<file path="config.mk">
export PLATFORM = sky130hd
export DESIGN_NAME = fifo_irq_ctrl
export DESIGN_NICKNAME = d
export VERILOG_FILES = /design/src/rtl/fic_pkg.sv /design/src/rtl/fic_thr_detect.sv /design/src/rtl/fic_xfer_fault.sv /design/src/rtl/fic_trail_timer.sv /design/src/rtl/fic_status_reg.sv /design/src/rtl/fifo_irq_ctrl.sv
export SDC_FILE = /design/constraint.sdc
export NUM_CORES = 1
export LEC_CHECK = 0
export BUFFER_PORTS_ARGS = -buffer_cell sky130_fd_sc_hd__buf_2
export CAP_MARGIN = 20
export CORE_MARGIN = 5
export CORE_UTILIZATION = 38
export CTS_CLUSTER_DIAMETER = 200
export DETAILED_ROUTE_END_ITERATION = 6
export PLACE_DENSITY_LB_ADDON = 0.25
export SETUP_SLACK_MARGIN = 0.05
export SLEW_MARGIN = 20
export SYNTH_ARGS = -nofsm -noshare
export SYNTH_HDL_FRONTEND = slang
export SYNTH_SLANG_ARGS = --single-unit
</file>
<file path="constraint.sdc">
create_clock -name clk -period 1.6 [get_ports clk]
set_input_delay 0.16 -clock clk [delete_from_list [all_inputs] [get_ports clk]]
set_output_delay 0.16 -clock clk [all_outputs]
set_load 0.01 [all_outputs]
</file>
<file path="src/rtl/fic_pkg.sv">
package fic_pkg;

  localparam int unsigned NSRC   = 7;
  localparam int unsigned TRIG_W = 7;

  // status bit positions
  localparam int unsigned SRC_TX_AE   = 0;
  localparam int unsigned SRC_RX_AF   = 1;
  localparam int unsigned SRC_TX_UR   = 2;
  localparam int unsigned SRC_TX_OR   = 3;
  localparam int unsigned SRC_RX_UR   = 4;
  localparam int unsigned SRC_RX_OR   = 5;
  localparam int unsigned SRC_TRAIL   = 6;

  // control word fields
  localparam int unsigned CTL_RX_EN   = 0;
  localparam int unsigned CTL_TX_EN   = 1;
  localparam int unsigned CTL_RX_TRIG = 4;
  localparam int unsigned CTL_TX_TRIG = 16;

  // direction index used in per-direction arrays
  localparam int unsigned DIR_TX = 0;
  localparam int unsigned DIR_RX = 1;
  localparam int unsigned NDIR   = 2;

  typedef struct packed {
    logic              rx_en;
    logic              tx_en;
    logic [TRIG_W-1:0] rx_trig;
    logic [TRIG_W-1:0] tx_trig;
  } fifo_cfg_t;

  function automatic fifo_cfg_t decode_ctl(input logic [31:0] w);
    fifo_cfg_t c;
    c.rx_en   = w[CTL_RX_EN];
    c.tx_en   = w[CTL_TX_EN];
    c.rx_trig = w[CTL_RX_TRIG +: TRIG_W];
    c.tx_trig = w[CTL_TX_TRIG +: TRIG_W];
    return c;
  endfunction

  function automatic logic [31:0] pack_fifo_status(
    input logic [6:0] txl, input logic txf, input logic txe,
    input logic [6:0] rxl, input logic rxf, input logic rxe);
    logic [31:0] w;
    w        = '0;
    w[6:0]   = txl;
    w[7]     = txf;
    w[8]     = txe;
    w[22:16] = rxl;
    w[23]    = rxf;
    w[24]    = rxe;
    return w;
  endfunction

endpackage

</file>
<file path="src/rtl/fic_thr_detect.sv">
module fic_thr_detect
  import fic_pkg::*;
#(
  parameter int unsigned LVL_W = 5
) (
  input  fifo_cfg_t        cfg,
  input  logic [LVL_W-1:0] tx_level,
  input  logic [LVL_W-1:0] rx_level,
  output logic             tx_low,
  output logic             rx_high
);

  localparam int unsigned CW = (LVL_W > TRIG_W) ? LVL_W : TRIG_W;

  logic [CW-1:0] tx_l, rx_l, tx_t, rx_t;

  assign tx_l = CW'(tx_level);
  assign rx_l = CW'(rx_level);
  assign tx_t = CW'(cfg.tx_trig);
  assign rx_t = CW'(cfg.rx_trig);

  // drained to the trigger, or filled up to it
  assign tx_low  = cfg.tx_en && (tx_l <= tx_t);
  assign rx_high = cfg.rx_en && (rx_l >= rx_t);

endmodule

</file>
<file path="src/rtl/fic_xfer_fault.sv">
module fic_xfer_fault #(
  parameter int unsigned DEPTH = 16,
  parameter int unsigned LVL_W = 5
) (
  input  logic             en,
  input  logic [LVL_W-1:0] level,
  input  logic             wr,
  input  logic             rd,
  output logic             full,
  output logic             empty,
  output logic             overrun,
  output logic             underrun
);

  localparam logic [LVL_W-1:0] LVL_FULL = LVL_W'(DEPTH);

  assign full     = (level == LVL_FULL);
  assign empty    = (level == '0);
  assign overrun  = en && wr && full;
  assign underrun = en && rd && empty;

endmodule

</file>
<file path="src/rtl/fic_trail_timer.sv">
module fic_trail_timer #(
  parameter int unsigned LVL_W   = 5,
  parameter int unsigned TRIG_W  = 7,
  parameter int unsigned TRAIL_W = 4
) (
  input  logic               clk,
  input  logic               rst_n,
  input  logic               en,
  input  logic [LVL_W-1:0]   level,
  input  logic [TRIG_W-1:0]  trig,
  input  logic               activity,
  input  logic [TRAIL_W-1:0] limit,
  output logic               fire
);

  localparam int unsigned CW  = (LVL_W > TRIG_W) ? LVL_W : TRIG_W;
  localparam int unsigned CNW = TRAIL_W + 1;

  logic           armed;
  logic [CNW-1:0] cnt;
  logic [CNW-1:0] lim_x;

  assign lim_x = {1'b0, limit};
  assign armed = en && (level != '0) && (CW'(level) < CW'(trig));

  // counter saturates one past the limit so the event fires once per run
  always_ff @(posedge clk) begin
    if (!rst_n) begin
      cnt <= '0;
    end else if (!armed || activity) begin
      cnt <= '0;
    end else if (cnt <= lim_x) begin
      cnt <= cnt + 1'b1;
    end
  end

  assign fire = armed && !activity && (cnt == lim_x);

endmodule

</file>
<file path="src/rtl/fic_status_reg.sv">
module fic_status_reg #(
  parameter int unsigned N = 7
) (
  input  logic         clk,
  input  logic         rst_n,
  input  logic [N-1:0] set_vec,
  input  logic         clr_valid,
  input  logic [N-1:0] clr_mask,
  input  logic [N-1:0] en_mask,
  output logic [N-1:0] status,
  output logic         irq
);

  logic [N-1:0] clr_eff;
  logic [N-1:0] nxt;

  assign clr_eff = clr_valid ? clr_mask : '0;
  // a cause present in the clearing cycle wins over the clear
  assign nxt     = (status & ~clr_eff) | set_vec;

  always_ff @(posedge clk) begin
    if (!rst_n) begin
      status <= '0;
      irq    <= 1'b0;
    end else begin
      status <= nxt;
      irq    <= |(nxt & en_mask);
    end
  end

endmodule

</file>
<file path="src/rtl/fifo_irq_ctrl.sv">
module fifo_irq_ctrl
  import fic_pkg::*;
#(
  parameter int unsigned DEPTH   = 16,
  parameter int unsigned TRAIL_W = 4
) (
  input  logic                         clk,
  input  logic                         rst_n,
  input  logic [31:0]                  cfg_fifo_ctl,
  input  logic [NSRC-1:0]              cfg_int_en,
  input  logic [TRAIL_W-1:0]           cfg_trail_cnt,
  input  logic [$clog2(DEPTH+1)-1:0]   tx_level,
  input  logic [$clog2(DEPTH+1)-1:0]   rx_level,
  input  logic                         tx_wr,
  input  logic                         tx_rd,
  input  logic                         rx_wr,
  input  logic                         rx_rd,
  input  logic                         st_clr_valid,
  input  logic [NSRC-1:0]              st_clr_mask,
  output logic [NSRC-1:0]              int_status,
  output logic [31:0]                  fifo_status,
  output logic                         irq
);

  localparam int unsigned LVL_W = $clog2(DEPTH + 1);

  fifo_cfg_t cfg;
  logic      ctl_unused;

  assign cfg        = decode_ctl(cfg_fifo_ctl);
  assign ctl_unused = ^cfg_fifo_ctl;

  // per-direction fault detection, index DIR_TX / DIR_RX
  logic [NDIR-1:0]  d_en, d_wr, d_rd;
  logic [NDIR-1:0]  d_full, d_empty, d_ovf, d_udf;
  logic [LVL_W-1:0] d_lvl [NDIR];

  assign d_en[DIR_TX]  = cfg.tx_en;
  assign d_en[DIR_RX]  = cfg.rx_en;
  assign d_wr[DIR_TX]  = tx_wr;
  assign d_wr[DIR_RX]  = rx_wr;
  assign d_rd[DIR_TX]  = tx_rd;
  assign d_rd[DIR_RX]  = rx_rd;
  assign d_lvl[DIR_TX] = tx_level;
  assign d_lvl[DIR_RX] = rx_level;

  for (genvar d = 0; d < NDIR; d++) begin : g_dir
    fic_xfer_fault #(
      .DEPTH (DEPTH),
      .LVL_W (LVL_W)
    ) u_fault (
      .en       (d_en[d]),
      .level    (d_lvl[d]),
      .wr       (d_wr[d]),
      .rd       (d_rd[d]),
      .full     (d_full[d]),
      .empty    (d_empty[d]),
      .overrun  (d_ovf[d]),
      .underrun (d_udf[d])
    );
  end

  logic tx_low, rx_high, trail_fire;

  fic_thr_detect #(
    .LVL_W (LVL_W)
  ) u_thr (
    .cfg      (cfg),
    .tx_level (tx_level),
    .rx_level (rx_level),
    .tx_low   (tx_low),
    .rx_high  (rx_high)
  );

  fic_trail_timer #(
    .LVL_W   (LVL_W),
    .TRIG_W  (TRIG_W),
    .TRAIL_W (TRAIL_W)
  ) u_trail (
    .clk      (clk),
    .rst_n    (rst_n),
    .en       (cfg.rx_en),
    .level    (rx_level),
    .trig     (cfg.rx_trig),
    .activity (rx_wr | rx_rd),
    .limit    (cfg_trail_cnt),
    .fire     (trail_fire)
  );

  logic [NSRC-1:0] set_vec;

  always_comb begin
    set_vec            = '0;
    set_vec[SRC_TX_AE] = tx_low;
    set_vec[SRC_RX_AF] = rx_high;
    set_vec[SRC_TX_UR] = d_udf[DIR_TX];
    set_vec[SRC_TX_OR] = d_ovf[DIR_TX];
    set_vec[SRC_RX_UR] = d_udf[DIR_RX];
    set_vec[SRC_RX_OR] = d_ovf[DIR_RX];
    set_vec[SRC_TRAIL] = trail_fire;
  end

  fic_status_reg #(
    .N (NSRC)
  ) u_stat (
    .clk       (clk),
    .rst_n     (rst_n),
    .set_vec   (set_vec),
    .clr_valid (st_clr_valid),
    .clr_mask  (st_clr_mask),
    .en_mask   (cfg_int_en),
    .status    (int_status),
    .irq       (irq)
  );

  always_ff @(posedge clk) begin
    if (!rst_n) begin
      fifo_status <= '0;
    end else begin
      fifo_status <= pack_fifo_status(7'(tx_level), d_full[DIR_TX], d_empty[DIR_TX],
                                      7'(rx_level), d_full[DIR_RX], d_empty[DIR_RX]);
    end
  end

endmodule

</file>
### Yosys cells after proc, flatten, opt, wreduce, memory -nomap -nowiden

Index checks and enable logic that the tools add are counted.

* register bits after elaboration: 45
* bits of input ports: 67
* output and inout port bits: 40
* logic and storage cells: 42

* $add $sub $neg: 1
* order comparisons: 4
* eq/ne operators: 3
* mux-type cells: 1
* bitwise logic cells: 6
* reduce and logical (&&, ||, !) cells: 22

Operator list (number)
* $and 7x7->7: 2
* $logic_and 1x1->1: 14
* $eq 5x5->1 const B: 2
* $logic_not 5->1: 2
* $ge 5x7->1: 1
* $le 5x7->1: 1
* $lt 5x7->1: 1
* $mux 7: 1
* $not 7->7: 1
* $or 7x7->7: 1
* $reduce_or 7->1: 1
* $add 5x1->5 const B: 1
* $eq 5x4->1: 1
* $le 5x4->1: 1
* $reduce_bool 5->1: 1
* $logic_not 1->1: 2
* $reduce_or 2->1: 1
* $logic_or 1x1->1: 1
* $not 1->1: 1
* $or 1x1->1: 1

### Logic depth before layout (Yosys ltp)

Gate-level depths: netlist of the first run.

* word-level depth: 8
* gate-level depth with buffers: 7
* gate-level depth less buffers: 7

### Hierarchy

From an unflattened synthesis of the first run, not the netlist that was laid out.

* cell total of the unflattened synthesis: 205
* area, all modules: 1775.5 µm²

By module, submodules not included
* fifo_irq_ctrl: instances 1, cells an instance 49, area each 536.8 µm², sequential area each 280.3 µm²
* fic_trail_timer: instances 1, cells an instance 57, area each 462.9 µm², sequential area each 100.1 µm²
* fic_status_reg: instances 1, cells an instance 46, area each 402.9 µm², sequential area each 160.2 µm²
* fic_thr_detect: instances 1, cells an instance 37, area each 282.8 µm², sequential area each 0.0 µm²
* fic_xfer_fault: instances 2, cells an instance 8, area each 45.0 µm², sequential area each 0.0 µm²

### Least setup slack after synthesis of the first run

Ideal clock, no wire load.

* kind: input to register
* start: input cfg_fifo_ctl[6]
* end: register u_stat.irq
* setup time: 122 ps
* arrival time: 1498 ps
* required time: 1478 ps
* setup slack: -19 ps
* stages on the path: 7
* path buffers: 0
* path through: inv_1 ha_1 a21oi_1 a2111oi_4 nor4_1 o31a_1 a221o_1

* cells in the longest elaborated chain, start to end: 7
* elaborated cells between the ends (all ways): 9
* classes of those cells: order compare (2); bitwise (2); reduce/logical (5)

Ends and longest elaborated chain
* from (decl): line fifo_irq_ctrl.sv:9 `input logic [31:0] cfg_fifo_ctl,`
* $lt 5x7->1: line fic_trail_timer.sv:24 `assign armed = en && (level != '0) && (CW'(level) < CW'(trig));`
* $logic_and 1x1->1: line fic_trail_timer.sv:24
* $logic_and 1x1->1 (2 in a row): line fic_trail_timer.sv:37 `assign fire = armed && !activity && (cnt == lim_x);`
* $or 7x7->7 (*): line fic_status_reg.sv:19 `assign nxt = (status & ~clr_eff) | set_vec;`
* $and 7x7->7 (*): line fic_status_reg.sv:27 `irq <= |(nxt & en_mask);`
* $reduce_or 7->1 (*): line fic_status_reg.sv:27
* to (signal assigned): line fic_status_reg.sv:27
* to (decl): line fic_status_reg.sv:11 `output logic irq`

Every way passes the cells marked *; elsewhere a longest branch is shown, timed or not.
A chain may end at the register's enable or synchronous reset.

### Final worst setup path of the first run

* start: register u_trail.cnt[0]
* end: register u_trail.cnt[0]

* cells in the longest elaborated chain, start to end: 1
* elaborated cells between the ends (all ways): 2
* classes of those cells: add/sub (1); order compare (1)

Ends and longest elaborated chain
* from (decl): line fic_trail_timer.sv:20 `logic [CNW-1:0] cnt;`
* from (signal assigned): line fic_trail_timer.sv:33 `cnt <= cnt + 1'b1;`
* $add 5x1->5 or $le 5x4->1 (tied branches): line fic_trail_timer.sv:33, fic_trail_timer.sv:32

Several ways; a longest one is shown, not always the timed one.

==> results of run 1 <==
-- flip-flops by register name, indices dropped and copies added, names as in the netlist --
register,flops
u_trail.cnt,5
fifo_status,14
u_stat.status,7
u_stat.irq,1
-- routing by layer --
| layer | up-vias | track usage |
|---|---|---|
| met5 | - | 0 |
| met2 | 48 | 0.260 |
| met1 | 720 | 0.161 |
| met3 | 6 | 0.0211 |
| met4 | 0 | 0.0602 |
| li1 | 828 | - |
-- metrics by stage --
step	std cells	setup TNS, ns	cell area [um2]	utilization
after floorplan	206	-0.0193	1710	-
after global placement	331	-0.482	2150	0.503
after detailed placement	331	-0.802	2150	0.503
after CTS	337	-0.0444	2280	0.535
after global routing	337	-0.264	2320	0.545
final	337	-0.0197	2320	0.545
-- final timing paths --
path	from	endpoint	slack (ns)
setup / recovery	u_trail.cnt[0]$_SDFFE_PP0P_	u_trail.cnt[0]$_SDFFE_PP0P_	-0.01
setup reg to reg	u_trail.cnt[0]$_SDFFE_PP0P_	u_trail.cnt[0]$_SDFFE_PP0P_	-0.01
hold reg to reg	u_stat.status[5]$_SDFF_PN0_	u_stat.status[5]$_SDFF_PN0_	0.48
hold / removal	tx_level[1]	fifo_status[1]$_SDFF_PN0_	0.12
-- cell usage after synthesis (all sizes together), types with 3 or more instances --
cell type  instances
inv               15
nor2               3
or3                3
nand4              4
dfxtp             27
o211ai             3
nor3               3
a21boi             5
and2              14
ha                15
nor2b              4
and3               5
nand2             17
a21oi              9
nor4               3
buf               18
nand3              8
o21ai              4
-- area by class of cell --
type / count / share of cell area
multi-input cells: 144 / 0.462
flip-flops and latches: 27 / 0.234
repair buffers: 95 / 0.231
well taps: 52 / 0.0280
inverters: 15 / 0.0242
clock buffers: 3 / 0.0178
clock inverters: 1 / 0.00216
-- report_power, final --
group | switching [mW] | total (mW) | internal, mW | leakage, nW
clock | 0.204 | 0.378 | 0.174 | 0.0255
sequential | 0.00558 | 0.699 | 0.693 | 0.223
combinational | 0.161 | 0.310 | 0.149 | 0.916
total | 0.371 | 1.39 | 1.02 | 1.16
-- timing repair --
action	CTS	global route
setup buffers	2	0
endpoints found under the setup margin	5	7
gates resized for setup	13	9
pin swaps	6	5
-- cell families after synthesis --
| group | Yosys count | synth area share |
|---|---|---|
| and+or+nand+nor | 75 | 0.268 |
| AOI/OAI and AO/OA | 36 | 0.165 |
| buffers and inverters | 35 | 0.121 |
| DFF | 27 | 0.329 |
| adders and majority gates | 15 | 0.114 |
| other | 1 | 0.00228 |
-- placed cells by master, fill, tap and decap left out, types with 3 or more instances in the layout --
| cell | Yosys | layout |
|---|---|---|
| sky130_fd_sc_hd__buf_2 | 0 | 72 |
| sky130_fd_sc_hd__dfxtp_1 | 27 | 24 |
| sky130_fd_sc_hd__buf_4 | 18 | 22 |
| sky130_fd_sc_hd__conb_1 | 1 | 18 |
| sky130_fd_sc_hd__nand2_1 | 17 | 15 |
| sky130_fd_sc_hd__inv_1 | 15 | 14 |
| sky130_fd_sc_hd__and2_1 | 14 | 14 |
| sky130_fd_sc_hd__ha_1 | 15 | 11 |
| sky130_fd_sc_hd__nand3_1 | 8 | 8 |
| sky130_fd_sc_hd__a21oi_1 | 9 | 7 |
| sky130_fd_sc_hd__a21boi_0 | 5 | 5 |
| sky130_fd_sc_hd__and3_1 | 5 | 4 |
| sky130_fd_sc_hd__nand4_1 | 4 | 4 |
| sky130_fd_sc_hd__o21ai_0 | 4 | 4 |
| sky130_fd_sc_hd__ha_4 | 0 | 4 |
| sky130_fd_sc_hd__o211ai_1 | 3 | 3 |
| sky130_fd_sc_hd__nor3_1 | 3 | 3 |
| sky130_fd_sc_hd__nor2b_1 | 4 | 3 |
| sky130_fd_sc_hd__clkbuf_8 | 0 | 3 |
| sky130_fd_sc_hd__dfxtp_2 | 0 | 3 |
==> summary by stage, run 1 <==
Hold path
The count of cells along the worst hold path is 2. The path type of the worst min-delay path is primary input to register.

Placed design
Once detailed placement completed, the half-perimeter wirelength came to 3460 um. At the placement stage, the worst setup path has a slack of -0.215 ns. The count of buffers added on input and output ports is 72. The final RePlAce weighted congestion is 0.813.

Synthesis
The flip-flop cell with the highest count after synthesis is sky130_fd_sc_hd__dfxtp_1. By area the synthesized netlist is led by sky130_fd_sc_hd__dfxtp_1 (33%), sky130_fd_sc_hd__ha_1 (11%), sky130_fd_sc_hd__buf_4 (8.2%). The share of synthesized area in the top cell type comes to 0.329. Synthesis instantiated 43 different standard cells from the library. The number of flops mapped to enable cells by yosys is 0. In this run, synthesis produced a sequential element count of 27.

The biggest area consumer among synthesized cells is sky130_fd_sc_hd__dfxtp_1. For this run, the number of Yosys warnings is 0. A synthesized cell averages ~8.7 um2. The mapped cell area is 0.00164 mm2. The number of instances in the synthesized netlist is 189. The share of async-settable or async-resettable flops after synthesis is 0. The post-synthesis sequential area ratio is 0.329.

Timing
The final hold violation count came to 0. The highest attainable clock frequency is 621 MHz. Dividing the final minimum period by the clock period gives 1.01. Setup violations remaining at the end of the flow were counted as 2. Between clock sinks in the finished design, the worst skew comes to 0.00326 ns. The post-route worst setup slack is -0.0109 ns. For the finished layout, the period the worst path requires is 1.61 ns.

Setup repair after global routing could not meet its margin everywhere. The count of pins over their slew limit is 0. Hold timing on the final database bottoms out at a slack of 0.124 ns.

CTS
The TritonCTS clock tree is done. The tree is rooted in a sky130_fd_sc_hd__clkbuf_8. The longest clock path from root to sink contains 2 buffers.

The number of buffers added by the clock tree synthesis step is 3. The clock-pin slew on the worst setup and hold paths is about 0.09 ns. For this design, the CTS-stage hold fixing added 0 buffers. CTS saw 27 sinks. CTS built an H-tree with a depth of 1. The clock latency on the worst-skew pair is 0.27 ns.

GRT
In the global route stage, overall resource usage came out at 0.142. The number of antenna violations at the first check in global routing is 0. The wire length of the first global-routing pass is ~6400 um. Global routing finished with a remaining overflow of 0.

The pin count of the biggest net entering global routing is 24. The via count of the first global-routing pass is around 1,500.

Power and ir drop
IR analysis of the VDD net gives a maximum drop of 0.275 mV. The total power density per cell area is between 500 and 600 mW/mm2. The reported leakage power is 1.16 nW. After layout, the design draws a total of between 1 and 1.5 mW.

Routing
The ratio of routed vias to standard cells is 4.75. The first TritonRoute pass finished after 4 iterations. The detailed router used layers up to and including met4. The remaining antenna violation count after routing is 0. The count of vias placed by the detailed router is 1,602. The total routed wirelength is 4060 um. The routed metal-1 wire length is 1630 um. The number of design rule violations left after detail routing is 0. The routed length per placed instance is 12.1 um.

The number of design-rule violations left by the first detailed-router iteration is 53. The routed wire length on met2 is 2110 um. The met3 routed wirelength is 247 um.

Setup path
On the critical path the largest part of the delay comes from simple AND/OR/NAND/NOR gates. The number of buffers and inverters on the critical path is 3. The worst endpoint data arrival time is about 1.8 ns.

In this run the worst path has a maximum fanout of 2. The data required time at the worst endpoint is about 1.8 ns. The kind of launch point of the worst setup path is a register. The critical path crosses 8 cells after its start point.

Traced cell by cell, the critical path runs through inv_2 -> ha_4 -> nand2_4 -> or3_4 -> buf_6 -> buf_4 -> a21oi_2 -> nor3_1. The kind of critical path is register to register. The number of cells on the worst reg-to-reg path is 8. The biggest cell delay along the critical path is 0.38 ns. The largest individual stage delay along the critical path comes from the cell sky130_fd_sc_hd__or3_4. The type of destination of the critical path is a register.

Outcome
The flow ran to the end, but the final reports show violations. The checks that failed: setup timing.

Floorplanning
For this design the top-level I/O count stands at 107. The die outline area is 0.00573 mm2. The die span in x is between 70 and 80 um. The total core area is 0.00426 mm2. The floorplan step set the die height to roughly 76 um. In this run the core area contains 24 standard-cell rows. For this configuration, the core starts out at a cell density of 0.385.

Layout
0 antenna diodes ended up in the layout. The total area of multi-input combinational cells is between 0.001 and 0.0015 mm2. Fill cells in the final layout number 412. The number of nets in the layout is 368. The fraction of final layout cells with drive strength greater than 1 is 0.414. From synthesis to final layout, the design area changed by 41.5%. The area occupied by registers is 544 um2.

Job
The max-capacitance violation count is 0.
Power figures use the tool's default switching activity.
==> inputs of run 2 (changes only) <==
--- a/config.mk
+++ b/config.mk
@@ -9,10 +9,11 @@
 export CAP_MARGIN = 20
 export CORE_MARGIN = 5
 export CORE_UTILIZATION = 38
-export CTS_CLUSTER_DIAMETER = 200
+export CTS_CLUSTER_DIAMETER = 50
 export DETAILED_ROUTE_END_ITERATION = 6
 export PLACE_DENSITY_LB_ADDON = 0.25
 export SETUP_SLACK_MARGIN = 0.05
+export SKIP_CTS_REPAIR_TIMING = 1
 export SLEW_MARGIN = 20
 export SYNTH_ARGS = -nofsm -noshare
 export SYNTH_HDL_FRONTEND = slang
==> run 2 against run 1 <==
  * Wire length is 3.1% higher
  * Maximum frequency increased by 0.62%
  * Die area stayed put
  * Clock skew shrank 0.0020 ns
  * Flip-flop and latch count unchanged
  * Sequential power is essentially flat
  * Clock power barely moved
  * The flow still finishes with violations (setup timing)
==> summary by stage, run 2 (synthesis results as in run 1) <==
Routing
The routed length per placed instance is around 12 um. In this run the remaining antenna-violating nets after routing total 0. Wires add up to 4190 um. The ratio of routed vias to standard cells is ~4.7. Wire segments on met3 add up to approximately 270 um in the final route. The number of design rule violations left after detail routing is 0. The detailed router finished its first iteration with 30 violations. The count of vias placed by the detailed router is between 1,500 and 2,000. The pre-antenna-repair detailed-routing pass consisted of 4 iterations.

The routed metal-1 wire length is 1660 um. Signal routing reaches up to met4. The routed wire length on met2 is 2190 um.

Power and ir drop
The worst-case vdd ir drop is roughly 0.28 mV. After layout, the design draws a total of approximately 1.4 mW. The analysis attributes to net switching a power of 0.374 mW. For this design the ratio of total power to cell area is 594 mW/mm2. The reported leakage power is between 1 and 1.5 nW. The share of power burned in the clock network is 0.269. The share of total power dissipated in sequential elements is 0.498. The net switching share of the total power is 0.267. The internal power of the cells is 1.03 mW. Of the total power, combinational logic draws 0.232.

Setup path
Data on the critical path is required at its endpoint by 1.76 ns. Of all nets on the critical path, the largest fanout is 3. The startpoint of the lowest-slack register-to-register path is u_trail.cnt[2]$_SDFFE_PP0P_. The worst endpoint data arrival time is 1.76 ns. STA classifies the critical path endpoint as a register.

The worst setup path is of the primary input to register kind. The start point of the critical path is cfg_fifo_ctl[6]. The kind of launch point of the worst setup path is a primary input.

GRT
The via count of the first global-routing pass was around 1,500. The leftover overflow at the end of global routing is 0. The pin count of the biggest net entering global routing is 24. The global router's overall resource usage is 0.138. The wire length of the first global-routing pass is 6210 um. The number of antenna violations at the first check in global routing is 0.

CTS
After clock tree synthesis, the clock-pin slew on the worst setup and hold paths is around 0.090 ns. Clock tree synthesis found a total of 27 sinks. The number of buffers added by the clock tree synthesis step is 3.

No sink is reached through more buffers than the 2 on the longest clock path. TritonCTS built the clock tree. The H-tree depth is 1.

The CTS root buffer is sky130_fd_sc_hd__clkbuf_8. At the later pin of the worst-skew pair, clock insertion delay measures 0.27 ns.

Layout
In the layout the commonest cells are sky130_fd_sc_hd__buf_2 (67), sky130_fd_sc_hd__dfxtp_1 (24), sky130_fd_sc_hd__buf_4 (23). The register with the most flip-flops in the layout has 14 of them. The repair_antennas step left the layout with diodes totalling 0. In the final layout, the registers with the most flip-flops are fifo_status: 14 flops, u_stat.status: 7 flops, u_trail.cnt: 5 flops.

The fraction of final layout cells with drive strength greater than 1 is 0.421. The area growth from synthesis to layout is 43.7%. The leading cell type in the layout, fill and taps excluded is sky130_fd_sc_hd__buf_2. The net count of the finished layout is 368. The filler-free cell count of the finished design is 337. More flip-flops sit in one register than any other, and that register is fifo_status.

Across the whole layout, storage elements account for 544 um2. The total area of multi-input combinational cells is roughly 0.0011 mm2. The layout has approximately 420 filler cells.

Floorplanning
From left edge to right edge, the die measures approximately 76 um. The die outline area is 0.00573 mm2. For this design the top-level I/O count stands at 107. After floorplanning, the core was divided into 24 placement rows. The die is about 76 um tall. The total core area is roughly 0.0043 mm2.

The initial standard-cell utilization of the core is 0.385.

Hold path
The hold path startpoint is tx_level[1]. The worst hold path belongs to the class primary input to register.

Placed design
Counting tap cells, the placed design contains a total of 331 instances. The half-perimeter wire length after placement is about 3500 um. Routability-driven placement finished with a final weighted congestion of 0.813. In this run the tool buffered the top-level ports with 72 buffer cells.

Timing
Of the available clock period, the critical path in the final layout requires 1.00. The final hold violation count is 0. The clock arrives with 0.00131 ns of skew.

Setup violations remaining at the end of the flow were counted as 1. Setup repair after global routing could not meet its margin everywhere. The post-route worst setup slack is -0.000983 ns. The final critical path time including I/O delays and setup is 1.60 ns. For this run, the top clock speed supported by timing is 625 MHz.

The count of pins over their slew limit is 0.

Outcome
The checks that failed: setup timing. The flow ran to the end, but the final reports show violations.

Job
The max-capacitance violation count is 0.
## run 2: through the flow
step / area [um2] / setup WS [ns] / utilization / setup TNS [ns] / hold slack (ns)
2_1_floorplan: 1710 / -0.0193 / - / -0.0193 / 0.282
3_3_place_gp: 2150 / -0.165 / 0.503 / -0.482 / 0.392
3_5_place_dp: 2150 / -0.215 / 0.503 / -0.802 / 0.406
4_1_cts: 2190 / -0.138 / 0.514 / -0.140 / 0.121
5_1_grt: 2360 / -0.0514 / 0.553 / -0.0809 / 0.134
6_report: 2360 / -0.000983 / 0.553 / -0.000983 / 0.124
## run 2: final cells by class
| cell class | count | area share |
|---|---|---|
| well taps | 52 | 0.0276 |
| multi-input cells | 144 | 0.457 |
| inverters | 15 | 0.0260 |
| repair buffers | 95 | 0.239 |
| clock inverters | 1 | 0.00212 |
| clock buffers | 3 | 0.0175 |
| flip-flops and latches | 27 | 0.231 |
## run 2: critical path, cell delays in order
cell	delay, ns
sky130_fd_sc_hd__buf_6	0.07
sky130_fd_sc_hd__inv_4	0.03
sky130_fd_sc_hd__ha_4	0.26
sky130_fd_sc_hd__nand3b_1	0.12
sky130_fd_sc_hd__a2111oi_4	0.47
sky130_fd_sc_hd__nor4_4	0.08
sky130_fd_sc_hd__o31a_1	0.30
sky130_fd_sc_hd__a221o_1	0.26
## run 2: power groups by stage
stage          Sequential, mW  Clock, mW  Combinational (mW)
2_1_floorplan           0.726          0               0.155
3_3_place_gp            0.714          0               0.283
3_5_place_dp            0.715          0               0.287
4_1_cts                 0.699      0.395               0.288
5_1_grt                 0.701      0.417               0.364
6_report                0.699      0.377               0.326
## run 2: layer usage
layer  global-route usage  vias to the layer above
li1                     -                      828
met1                0.157                      711
met2                0.253                       54
met3               0.0211                        6
met4               0.0602                        0
met5                    0                        -
## run 2: final timing paths
path,endpoint,slack (ns),cells after the start
setup / recovery,u_stat.irq$_SDFF_PN0_,-0.001,8
setup reg to reg,u_stat.irq$_SDFF_PN0_,0.03,6
hold reg to reg,u_stat.status[5]$_SDFF_PN0_,0.48,2
hold / removal,fifo_status[1]$_SDFF_PN0_,0.12,2
==> inputs of run 3 (changes only) <==
--- a/config.mk
+++ b/config.mk
@@ -8,7 +8,7 @@
 export BUFFER_PORTS_ARGS = -buffer_cell sky130_fd_sc_hd__buf_2
 export CAP_MARGIN = 20
 export CORE_MARGIN = 5
-export CORE_UTILIZATION = 38
+export CORE_UTILIZATION = 39
 export CTS_CLUSTER_DIAMETER = 50
 export DETAILED_ROUTE_END_ITERATION = 6
 export PLACE_DENSITY_LB_ADDON = 0.25
@@ -17,4 +17,5 @@
 export SLEW_MARGIN = 20
 export SYNTH_ARGS = -nofsm -noshare
 export SYNTH_HDL_FRONTEND = slang
+export SYNTH_HIERARCHICAL = 1
 export SYNTH_SLANG_ARGS = --single-unit
==> run 3 against run 2 <==
  * Combinational power rose by 22%
  * Design area rose by 11%
  * Non-clock buffer count rose by 14
  * Critical endpoint is now u_stat/irq$_SDFF_PN0_
  * Critical path type is now register to register
  * Area after synthesis rose by 8.2%
  * Clock power rose by 4%
  * Clock skew rose by 0.0046 ns
  * Core utilization rose by 4.2 points
  * Global-route usage fell by 0.24 points
  * Cell count rose by 8.9%
  * Largest cell class unchanged
  * The flow still finishes with violations (setup timing)
  * Sequential share of layout area fell by 2.1 points
==> summary by stage, run 3 <==
Setup path
The total buffers and inverters traversed by the critical path is 0. The kind of launch point of the worst setup path is a register. In this run the worst setup path begins at u_trail/cnt[1]$_SDFFE_PP0P_. At the worst endpoint, the arrival time is approximately 1.9 ns.

The kind of critical path is register to register. Broken down by cell family, the worst path's largest delay share belongs to simple AND/OR/NAND/NOR gates. The startpoint of the lowest-slack register-to-register path is u_trail/cnt[1]$_SDFFE_PP0P_.

The biggest cell delay along the critical path is 0.37 ns. Walking the worst path, the cells encountered are ha_4 -> nand4_1 -> or2_4 -> nor2b_2 -> and3b_2 -> o22ai_2 -> o41a_1. The slowest cell on the critical path is sky130_fd_sc_hd__dfxtp_4. The highest fanout seen on the critical path is 3.

STA classifies the critical path endpoint as a register. STA puts the critical path data required time at 1.82 ns.

CTS
The TritonCTS clock tree is done. The number of buffers between clock root and the deepest sink is 2. The clock-pin slew on the worst setup and hold paths is roughly 0.10 ns. For the worst-skew pair, the clock arrives at the later sink with an insertion delay of 0.27 ns.

The number of sinks on the clock net is 27. Counting the buffers created by CTS gives 3. In this run the number of H-tree levels came out at 1. The CTS root buffer is sky130_fd_sc_hd__clkbuf_8.

Synthesis
The area share of the leading cell type in the synthesized netlist is 0.304. The Yosys step of the flow raised 6 warnings. The biggest area consumer among synthesized cells is sky130_fd_sc_hd__dfxtp_1. A synthesized cell averages 8.66 um2.

The most common cell in the synthesized netlist is sky130_fd_sc_hd__dfxtp_1. The number of flops mapped to enable cells by yosys is 0. The synthesized flop and latch total is 27. After technology mapping, the gate count stands at about 200. By area the synthesized netlist is led by sky130_fd_sc_hd__dfxtp_1 (30%), sky130_fd_sc_hd__ha_1 (13%), sky130_fd_sc_hd__buf_4 (7.6%). In the synthesized netlist the dominant register cell turns out to be sky130_fd_sc_hd__dfxtp_1.

By count the netlist is led by sky130_fd_sc_hd__dfxtp_1 (27), sky130_fd_sc_hd__inv_1 (21), sky130_fd_sc_hd__ha_1 (19). The synthesized netlist contains 41 unique library cells. The mapped cell area is 0.00178 mm2.

The post-synthesis sequential area ratio is 0.304. The share of async-settable or async-resettable flops after synthesis is 0.

Floorplanning
For this configuration, the core starts out at a cell density of 0.405. Measured along the x axis, the die boundary spans about 77 um. The top-level I/O count is 107. The die outline area is around 0.006 mm2.

The vertical extent of the die is 77.5 um. The floorplan step defined a core boundary enclosing 0.00438 mm2. The row count is 24.

Routing
The number of design rule violations left after detail routing is 0. The remaining antenna violation count after routing is 0. The total routed wirelength is approximately 4600 um. The iteration count of the initial detailed-routing pass is 4. The count of vias placed by the detailed router is 1,707.

After detailed routing, the number of vias per cell comes to between 4 and 5. In this run, the number of DRC markers left after iteration 0 of detailed routing was 74. The routed length per placed instance is 12.5 um.

Timing
The highest attainable clock frequency is 587 MHz. The final critical path time including I/O delays and setup is 1.70 ns. Setup repair after global routing could not meet its margin everywhere.

The final worst clock skew is 0.00588 ns. Across all setup checks in the final design, the least slack found is -0.103 ns. In the finished design, the share of the clock period the worst path needs comes to 1.06. After routing, the total negative slack on setup checks comes to -0.274 ns.

Hold timing on the final database bottoms out at a slack of 0.177 ns. The number of setup violations in the final report is 4. The final hold violation count was 0. The count of pins over their slew limit is 0.

Layout
The number of nets in the layout is 402. In the layout the commonest cells are sky130_fd_sc_hd__buf_2 (70), sky130_fd_sc_hd__buf_4 (36), sky130_fd_sc_hd__dfxtp_1 (23). 0 antenna diodes ended up in the layout. Once layout is complete, the cells apart from fillers number roughly 370.

The register with the most flip-flops is fifo_status. The fill cell total of the finished layout is approximately 410. The fraction of final layout cells with drive strength greater than 1 is 0.521. Once layout is done, the placed cells without fillers occupy 0.00261 mm2. The largest registers in the layout are fifo_status: 14 flops, u_stat/status: 7 flops, u_trail/cnt: 5 flops.

The post-layout utilization of the core is 0.596. Compared with the post-synthesis result, the final layout area differs by 47.1%. The register with the most flip-flops in the layout has 14 of them. The leading cell type in the layout, fill and taps excluded is sky130_fd_sc_hd__buf_2.

GRT
The leftover overflow at the end of global routing is 0. For this run, the total global-route usage over all layers was measured as 0.136. The pin count of the biggest net entering global routing is 24. The number of antenna violations at the first check in global routing is 0.

The first global-routing pass estimated 6890 um of wire. The via count of the first global-routing pass is 1,581.

Hold path
In this run the most critical hold path is launched from tx_level[1]. In this run the worst hold path is classified as primary input to register.

Placed design
Before CTS, the worst setup slack after placement is -0.421 ns. The number of placed instances, taps included, is 362. The count of buffers added on input and output ports is 72.

The congestion estimate from routability-driven global placement came to roughly 0.76. The placed instances occupy a cell area of 0.00238 mm2. Detailed placement ended at an HPWL of 3670 um.

Job
Max-cap violations in this run came to 0.

Power and ir drop
The total design power is 1.48 mW. The worst-case IR drop observed on VDD is 0.486 mV. The total power density per cell area is between 500 and 600 mW/mm2. The reported leakage power is 1.32 nW.

Outcome
The flow ran to the end, but the final reports show violations. The checks that failed: setup timing.
-- run 3: cell families (layout without fill, tap and decap cells) --
logic type / after synthesis / in the layout / share of synthesized area
flip-flops: 27 / 27 / 0.304
AND/OR/NAND/NOR: 77 / 77 / 0.265
AO/OA/AOI/OAI: 37 / 37 / 0.147
XOR/XNOR: 3 / 3 / 0.0148
adder cells (fa/ha/maj): 19 / 19 / 0.134
buffers and inverters: 41 / 134 / 0.133
other: 1 / 18 / 0.00211
-- run 3: path summary, 6_finish.rpt --
path                                  to  slack (ns)  depth (start not counted)
min reg2reg  u_trail/cnt[4]$_SDFFE_PP0P_        0.53                          2
max reg2reg        u_stat/irq$_SDFF_PN0_       -0.10                          7
max                u_stat/irq$_SDFF_PN0_       -0.10                          7
min            fifo_status[1]$_SDFF_PN0_        0.18                          2
-- run 3: cell type report --
type	count	area (um2)	share of cell area
repair buffers	109	654	0.251
multi-input cells	154	1220	0.467
inverters	21	78.8	0.0302
well taps	52	65.1	0.0249
clock inverters	1	5.00	0.00192
clock buffers	3	41.3	0.0158
flip-flops and latches	27	548	0.210
-- run 3: layer usage --
layer | share of wire | up-vias | GRT usage
li1 | - | 885 | -
met1 | 0.44 | 771 | 0.180
met2 | 0.50 | 49 | 0.231
met3 | 0.062 | 2 | 0.0336
met4 | 0.0030 | 0 | 0.0103
met5 | 0 | - | 0
-- run 3: power breakdown --
group	total, mW	switching (mW)	internal (mW)	leakage (nW)
Sequential	0.697	0.00652	0.691	0.223
Combinational	0.397	0.188	0.208	1.07
Clock	0.391	0.217	0.175	0.0255
